### src/rtl/spi_wl_pkg.sv
package spi_wl_pkg;
  localparam int DEF_WORD_W = 8;
  localparam int DEF_SYNC   = 2;
  localparam int LANES      = 3;

  typedef enum int unsigned {
    LANE_SCLK = 0,
    LANE_SELN = 1,
    LANE_SDIN = 2
  } lane_e;

  // Value held by each synchronizer lane at reset: clock low, select high, data high.
  localparam logic [LANES-1:0] LANE_IDLE = 3'b110;
endpackage

### src/rtl/spi_wl_sync.sv
module spi_wl_sync #(
  parameter int N = 3,
  parameter int STAGES = 2,
  parameter logic [N-1:0] IDLE = '0
) (
  input  logic         clk,
  input  logic         rst_n,
  input  logic [N-1:0] raw,
  output logic [N-1:0] lvl
);
  for (genvar g = 0; g < N; g++) begin : g_lane
    logic [STAGES-1:0] pipe;
    always_ff @(posedge clk or negedge rst_n) begin
      if (!rst_n) begin
        pipe <= {STAGES{IDLE[g]}};
      end else begin
        pipe[0] <= raw[g];
        for (int k = 1; k < STAGES; k++) pipe[k] <= pipe[k-1];
      end
    end
    assign lvl[g] = pipe[STAGES-1];
  end
endmodule

### src/rtl/spi_wl_edge.sv
module spi_wl_edge #(
  parameter int N = 2,
  parameter logic [N-1:0] IDLE = '0
) (
  input  logic         clk,
  input  logic         rst_n,
  input  logic [N-1:0] lvl,
  output logic [N-1:0] prev
);
  always_ff @(posedge clk or negedge rst_n) begin
    if (!rst_n) prev <= IDLE;
    else        prev <= lvl;
  end
endmodule

### src/rtl/spi_wl_shifter.sv
module spi_wl_shifter #(
  parameter int W = 8
) (
  input  logic         clk,
  input  logic         rst_n,
  input  logic         shift_fire,
  input  logic         bit_in,
  output logic [W-1:0] word_q,
  output logic [W-1:0] word_nx
);
  function automatic logic [W-1:0] push_bit(input logic [W-1:0] w, input logic b);
    return {w[W-2:0], b};
  endfunction

  assign word_nx = shift_fire ? push_bit(word_q, bit_in) : word_q;

  always_ff @(posedge clk or negedge rst_n) begin
    if (!rst_n) word_q <= '0;
    else        word_q <= word_nx;
  end

  AST_SHIFT_LSB: assert property (@(posedge clk) disable iff (!rst_n)
    shift_fire |=> word_q[0] == $past(bit_in));
  AST_SHIFT_IDLE: assert property (@(posedge clk) disable iff (!rst_n)
    !shift_fire |=> $stable(word_q));
endmodule

### src/rtl/spi_wl_commit.sv
module spi_wl_commit #(
  parameter int W = 8
) (
  input  logic         clk,
  input  logic         rst_n,
  input  logic         commit_fire,
  input  logic [W-1:0] word_nx,
  output logic [W-1:0] wiper
);
  function automatic logic [W-1:0] midscale();
    return {1'b1, {(W-1){1'b0}}};
  endfunction

  always_ff @(posedge clk or negedge rst_n) begin
    if (!rst_n)           wiper <= midscale();
    else if (commit_fire) wiper <= word_nx;
  end

  AST_WIPER_HOLD: assert property (@(posedge clk) disable iff (!rst_n)
    !commit_fire |=> $stable(wiper));
  AST_WIPER_LOAD: assert property (@(posedge clk) disable iff (!rst_n)
    commit_fire |=> wiper == $past(word_nx));
endmodule

### src/rtl/spi_wl_chain_out.sv
module spi_wl_chain_out (
  input  logic clk,
  input  logic rst_n,
  input  logic sel_active,
  input  logic fall_fire,
  input  logic top_bit,
  output logic pull_low
);
  logic line_bit;

  always_ff @(posedge clk or negedge rst_n) begin
    if (!rst_n)          line_bit <= 1'b1;
    else if (!sel_active) line_bit <= 1'b1;
    else if (fall_fire)  line_bit <= top_bit;
  end

  assign pull_low = ~line_bit;

  AST_LINE_IDLE: assert property (@(posedge clk) disable iff (!rst_n)
    !sel_active |=> !pull_low);
  AST_LINE_STEADY: assert property (@(posedge clk) disable iff (!rst_n)
    (sel_active && !fall_fire) |=> $stable(pull_low));
endmodule

### src/rtl/spi_chain_wiper_loader.sv
module spi_chain_wiper_loader
  import spi_wl_pkg::*;
#(
  parameter int WORD_W = DEF_WORD_W,
  parameter int SYNC_STAGES = DEF_SYNC
) (
  input  logic              clk,
  input  logic              rst_n,
  input  logic              sel_n,
  input  logic              ser_clk,
  input  logic              ser_din,
  output logic              chain_pull_low,
  output logic [WORD_W-1:0] wiper_code
);
  localparam logic [1:0] EDGE_IDLE = {LANE_IDLE[LANE_SELN], LANE_IDLE[LANE_SCLK]};

  logic [LANES-1:0] raw_in, lvl;
  logic [1:0]       edge_lvl, edge_prev;
  logic             sclk_rise, sclk_fall, sel_rise, sel_active;
  logic             shift_fire, commit_fire, fall_fire;
  logic [WORD_W-1:0] word_q, word_nx;

  always_comb begin
    raw_in = '0;
    raw_in[LANE_SCLK] = ser_clk;
    raw_in[LANE_SELN] = sel_n;
    raw_in[LANE_SDIN] = ser_din;
  end

  spi_wl_sync #(.N(LANES), .STAGES(SYNC_STAGES), .IDLE(LANE_IDLE)) u_sync (
    .clk(clk), .rst_n(rst_n), .raw(raw_in), .lvl(lvl));

  assign edge_lvl = {lvl[LANE_SELN], lvl[LANE_SCLK]};

  spi_wl_edge #(.N(2), .IDLE(EDGE_IDLE)) u_edge (
    .clk(clk), .rst_n(rst_n), .lvl(edge_lvl), .prev(edge_prev));

  // Named events; select is judged by its value before this cycle's change.
  assign sclk_rise   = edge_lvl[0] & ~edge_prev[0];
  assign sclk_fall   = ~edge_lvl[0] & edge_prev[0];
  assign sel_rise    = edge_lvl[1] & ~edge_prev[1];
  assign sel_active  = ~edge_prev[1];
  assign shift_fire  = sclk_rise & sel_active;
  assign fall_fire   = sclk_fall & sel_active;
  assign commit_fire = sel_rise;

  spi_wl_shifter #(.W(WORD_W)) u_shift (
    .clk(clk), .rst_n(rst_n), .shift_fire(shift_fire), .bit_in(lvl[LANE_SDIN]),
    .word_q(word_q), .word_nx(word_nx));

  spi_wl_commit #(.W(WORD_W)) u_commit (
    .clk(clk), .rst_n(rst_n), .commit_fire(commit_fire), .word_nx(word_nx),
    .wiper(wiper_code));

  spi_wl_chain_out u_chain (
    .clk(clk), .rst_n(rst_n), .sel_active(sel_active), .fall_fire(fall_fire),
    .top_bit(word_q[WORD_W-1]), .pull_low(chain_pull_low));

  AST_SHIFT_NEEDS_SEL: assert property (@(posedge clk) disable iff (!rst_n)
    (edge_prev[1] && edge_lvl[1]) |=> $stable(word_q));
endmodule

### config.mk
export PLATFORM = sky130hd
export DESIGN_NAME = spi_chain_wiper_loader
export DESIGN_NICKNAME = d
export VERILOG_FILES = /design/src/rtl/spi_wl_pkg.sv /design/src/rtl/spi_wl_sync.sv /design/src/rtl/spi_wl_edge.sv /design/src/rtl/spi_wl_shifter.sv /design/src/rtl/spi_wl_commit.sv /design/src/rtl/spi_wl_chain_out.sv /design/src/rtl/spi_chain_wiper_loader.sv
export SDC_FILE = /design/constraint.sdc
export NUM_CORES = 1
export LEC_CHECK = 0
export ABC_AREA = 1
export CORE_ASPECT_RATIO = 0.75
export CORE_MARGIN = 2
export CORE_UTILIZATION = 54
export CTS_BUF_LIST = sky130_fd_sc_hd__clkbuf_4
export DETAILED_ROUTE_END_ITERATION = 7
export HOLD_SLACK_MARGIN = 0.02
export PLACE_DENSITY = 0.83
export SYNTH_ARGS = -nofsm -noshare
export SYNTH_HDL_FRONTEND = slang
export SYNTH_SLANG_ARGS = --single-unit
export TNS_END_PERCENT = 50
### constraint.sdc
create_clock -name clk -period 1.5 [get_ports clk]
set_clock_uncertainty 0.05 [all_clocks]
set_input_delay 0.15 -clock clk [delete_from_list [all_inputs] [get_ports clk]]
set_output_delay 0.15 -clock clk [all_outputs]
set_load 0.1 [all_outputs]
==> run summary <==
The run finished, with violations left. The final reports fail on DRC. The total length of routed wires is 1570 µm. The time the final worst path needs with I/O delays and setup came out at 1.27 ns. The worst register-to-register path ends at u_commit.wiper[2]. Across the VDD grid, the largest voltage drop is 0.940 mV. The global-route wire length before repair came out at 2720 µm. The number of pins exceeding their max-slew limit in the final report is 0. The number of placement rows came out at 13. The TritonCTS clock tree is built. 0 antenna diodes ended up in the layout. The worst register-to-register path has a depth of 5. The later pin in the worst-skew pair is clocked with a latency of 0.31 ns.

Sorting the synthesized cells by how often they occur yields 25 x nand2_1, 18 x dfrtp_1, 16 x nand3_1. The pin count of the biggest net entering global routing came out at 26. During placement, the flow inserted port buffers numbering 13.

At the end of routability-driven placement, the weighted congestion stood at 0.800. The maximum root-to-sink buffer count came out at 2. The static power due to leakage came out at 0.616 nW. The total of cells resized after clock tree synthesis is 0. The number of global-route vias before repair is 613.

After routing the design area is 1240 µm². The proportion of register bits with asynchronous set or reset after synthesis is 1.00. At the pin with the least slew margin, the transition time is 0.365 ns. The hold violation total from the final report is 0. The number of endpoints failing setup at the final stage came out at 0. The clock sink count is 25. The worst max-slew margin expressed relative to the limit came out at 0.757. dfrtp_1 takes more of the synthesized area than any other cell.

The number of cells produced by synthesis came out at 93. The minimum setup slack among reg-to-reg paths is 0.31 ns. The layout has 117 filler cells. The iteration count of the initial detailed-routing pass is 6. For this configuration, the core starts out at a cell density of 0.565. In this run the post-CTS setup repair buffer count came out at 0. The die area came out at 2130 µm². The maximum fanout count along the critical path came out at 2.

The critical path class is flip-flop to output port. The max-cap check violation count came out at 0. The layout net count came out at 117. The power density normalized to cell area is 1500 nW/µm². The number of H-tree levels is 1. The final cell count without fillers came out at 133.

The post-synthesis instance area came out at 956 µm². The total routing usage reported by global routing came out at 0.186. The start of the worst register-to-register path is u_edge.prev[1].

The number of clock buffers added by TritonCTS is 3. The top cell type's share of synthesized area came out at 0.471. The clock transition time at the flip-flop clock pins of the worst setup and hold paths came out at 0.13 ns.

Setup repair after global routing left no endpoint under its margin. The count of flip-flops with a built-in enable after synthesis came out at 0. The count of hold-fix buffers inserted at cts came out at 0.

Measured along the x axis, the die boundary spans 52.6 µm. The number of distinct library cell variants in the gate-level netlist after synthesis is 11. The count of nets left with antenna violations after detail routing is 0. Data on the critical path is required at its endpoint by 1.30 ns. In this run, the number of DRC markers left after iteration 0 of detailed routing was 13.

The fmax is 785 MHz. The share of the Yosys chip area taken by registers is 0.664. The DRC violation count after routing is 1.

Of the cells placed in the final design, the portion with a size suffix greater than 1 is 0.225. In this run the standard cell core region covers 1690 µm². STA classifies the critical path endpoint as an output port.

The final route contains 650 vias. The total instance count after detailed placement came out at 129. The synthesis-stage register bit count is 25. The residual overflow from global routing is 0.

The final critical-path share of the clock period came out at 0.849. The number of nets handed over by synthesis was 98. The post-place instance area is 1210 µm². The per-cell routed wire length is 11.8 µm. The chip height came out at 40.4 µm. The total I/O pin count is 14.

The number of antenna violations at the first check in global routing is 0. The final setup TNS is 0 ns. A synthesized cell averages 10.3 µm². After synthesis, the cell types taking the most area are dfrtp_1 47%, dfstp_2 19%, nand2_1 9.8%.

The arrival time of the worst setup path came out at 1.07 ns. The path class of the tightest hold or removal check is primary input to async pin. The sort of element at the start of the critical path is a flip-flop. The tree is rooted in a clkbuf_4.

The total of warnings raised by yosys is 0. The via density per instance came out at 4.89. The HPWL after detailed placement came out at 1130 µm. The area growth from synthesis to layout is 29.8%. The main flop type after synthesis is dfrtp_1.

The most used standard cell by instance count after synthesis is nand2_1.
## layer usage
layer | GRT usage | up-vias | part of all wire
li1 | - | 323 | -
met1 | 0.260 | 298 | 0.47
met2 | 0.294 | 27 | 0.46
met3 | 0.0448 | 2 | 0.068
met4 | 0.0577 | 0 | 0.0089
met5 | 0 | - | 0
## layout by cell type (no fill, tap or decap)
cell             count
nand3_1             16
dfrtp_1             18
buf_12               9
inv_1               13
buf_4                2
clkinv_2             1
nor2_4               2
clkbuf_4             3
o21ai_0              1
and2_1               8
nand2_1             25
dfstp_2              7
a21oi_1              1
nand2_4              1
clkdlybuf4s50_1      4
## logic make-up after synthesis
| kind of cell | Yosys count | share of synthesized area |
|---|---|---|
| AND/OR/NAND/NOR | 52 | 0.270 |
| flip-flops | 25 | 0.664 |
| buffers and inverters | 14 | 0.0563 |
| AO/OA/AOI/OAI | 2 | 0.0105 |
## power by group
group | leakage (nW) | switching [W] | total, W | internal, W
Combinational | 0.317 | 0.000466 | 0.000716 | 0.000250
Clock | 0.0177 | 0.000188 | 0.000288 | 0.0000996
Sequential | 0.281 | 0.0000704 | 0.000854 | 0.000783
## through the flow
step	power [W]	setup slack [ns]	hold WS, ns	util
after floorplan	0.00130	0.294	-0.196	-
after global placement	0.00157	0.382	0.282	0.717
after detailed placement	0.00159	0.320	0.290	0.717
after CTS	0.00187	0.221	0.141	0.734
after global routing	0.00195	0.174	0.150	0.734
final	0.00186	0.226	0.134	0.734
## final cells by class
type,count,area (µm²),area share
sequential,25,634,0.511
clock buffer,3,22.5,0.0181
tap,22,27.5,0.0222
multi-input combinational,54,268,0.216
timing repair buffer,15,235,0.190
clock inverter,1,5.00,0.00403
inverter,13,48.8,0.0393
## critical path: stages, from the launching register on
cell	delay, ns
dfstp_2	0.55
inv_1	0.06
buf_12	0.16
## state kept, by name, indices dropped and copies added, names as in the netlist
signal and cells:
u_chain.line_bit 1, u_commit.wiper 8, u_edge.prev 2, u_shift.word_q 8, u_sync.g_lane.pipe 6
## worst max path at each step
stage / from / endpoint / slack [ns] / depth (start not counted)
2_1_floorplan: u_commit.wiper[0] / u_commit.wiper[0] / 0.29 / 2
4_1_cts: u_chain.line_bit / chain_pull_low / 0.22 / 2
5_1_grt: u_chain.line_bit / chain_pull_low / 0.17 / 2
3_3_place_gp: u_edge.prev[1] / u_shift.word_q[4] / 0.38 / 4
3_5_place_dp: u_edge.prev[1] / u_commit.wiper[2] / 0.32 / 5
6_report: u_chain.line_bit / chain_pull_low / 0.23 / 2
Power figures use the tool's default switching activity.
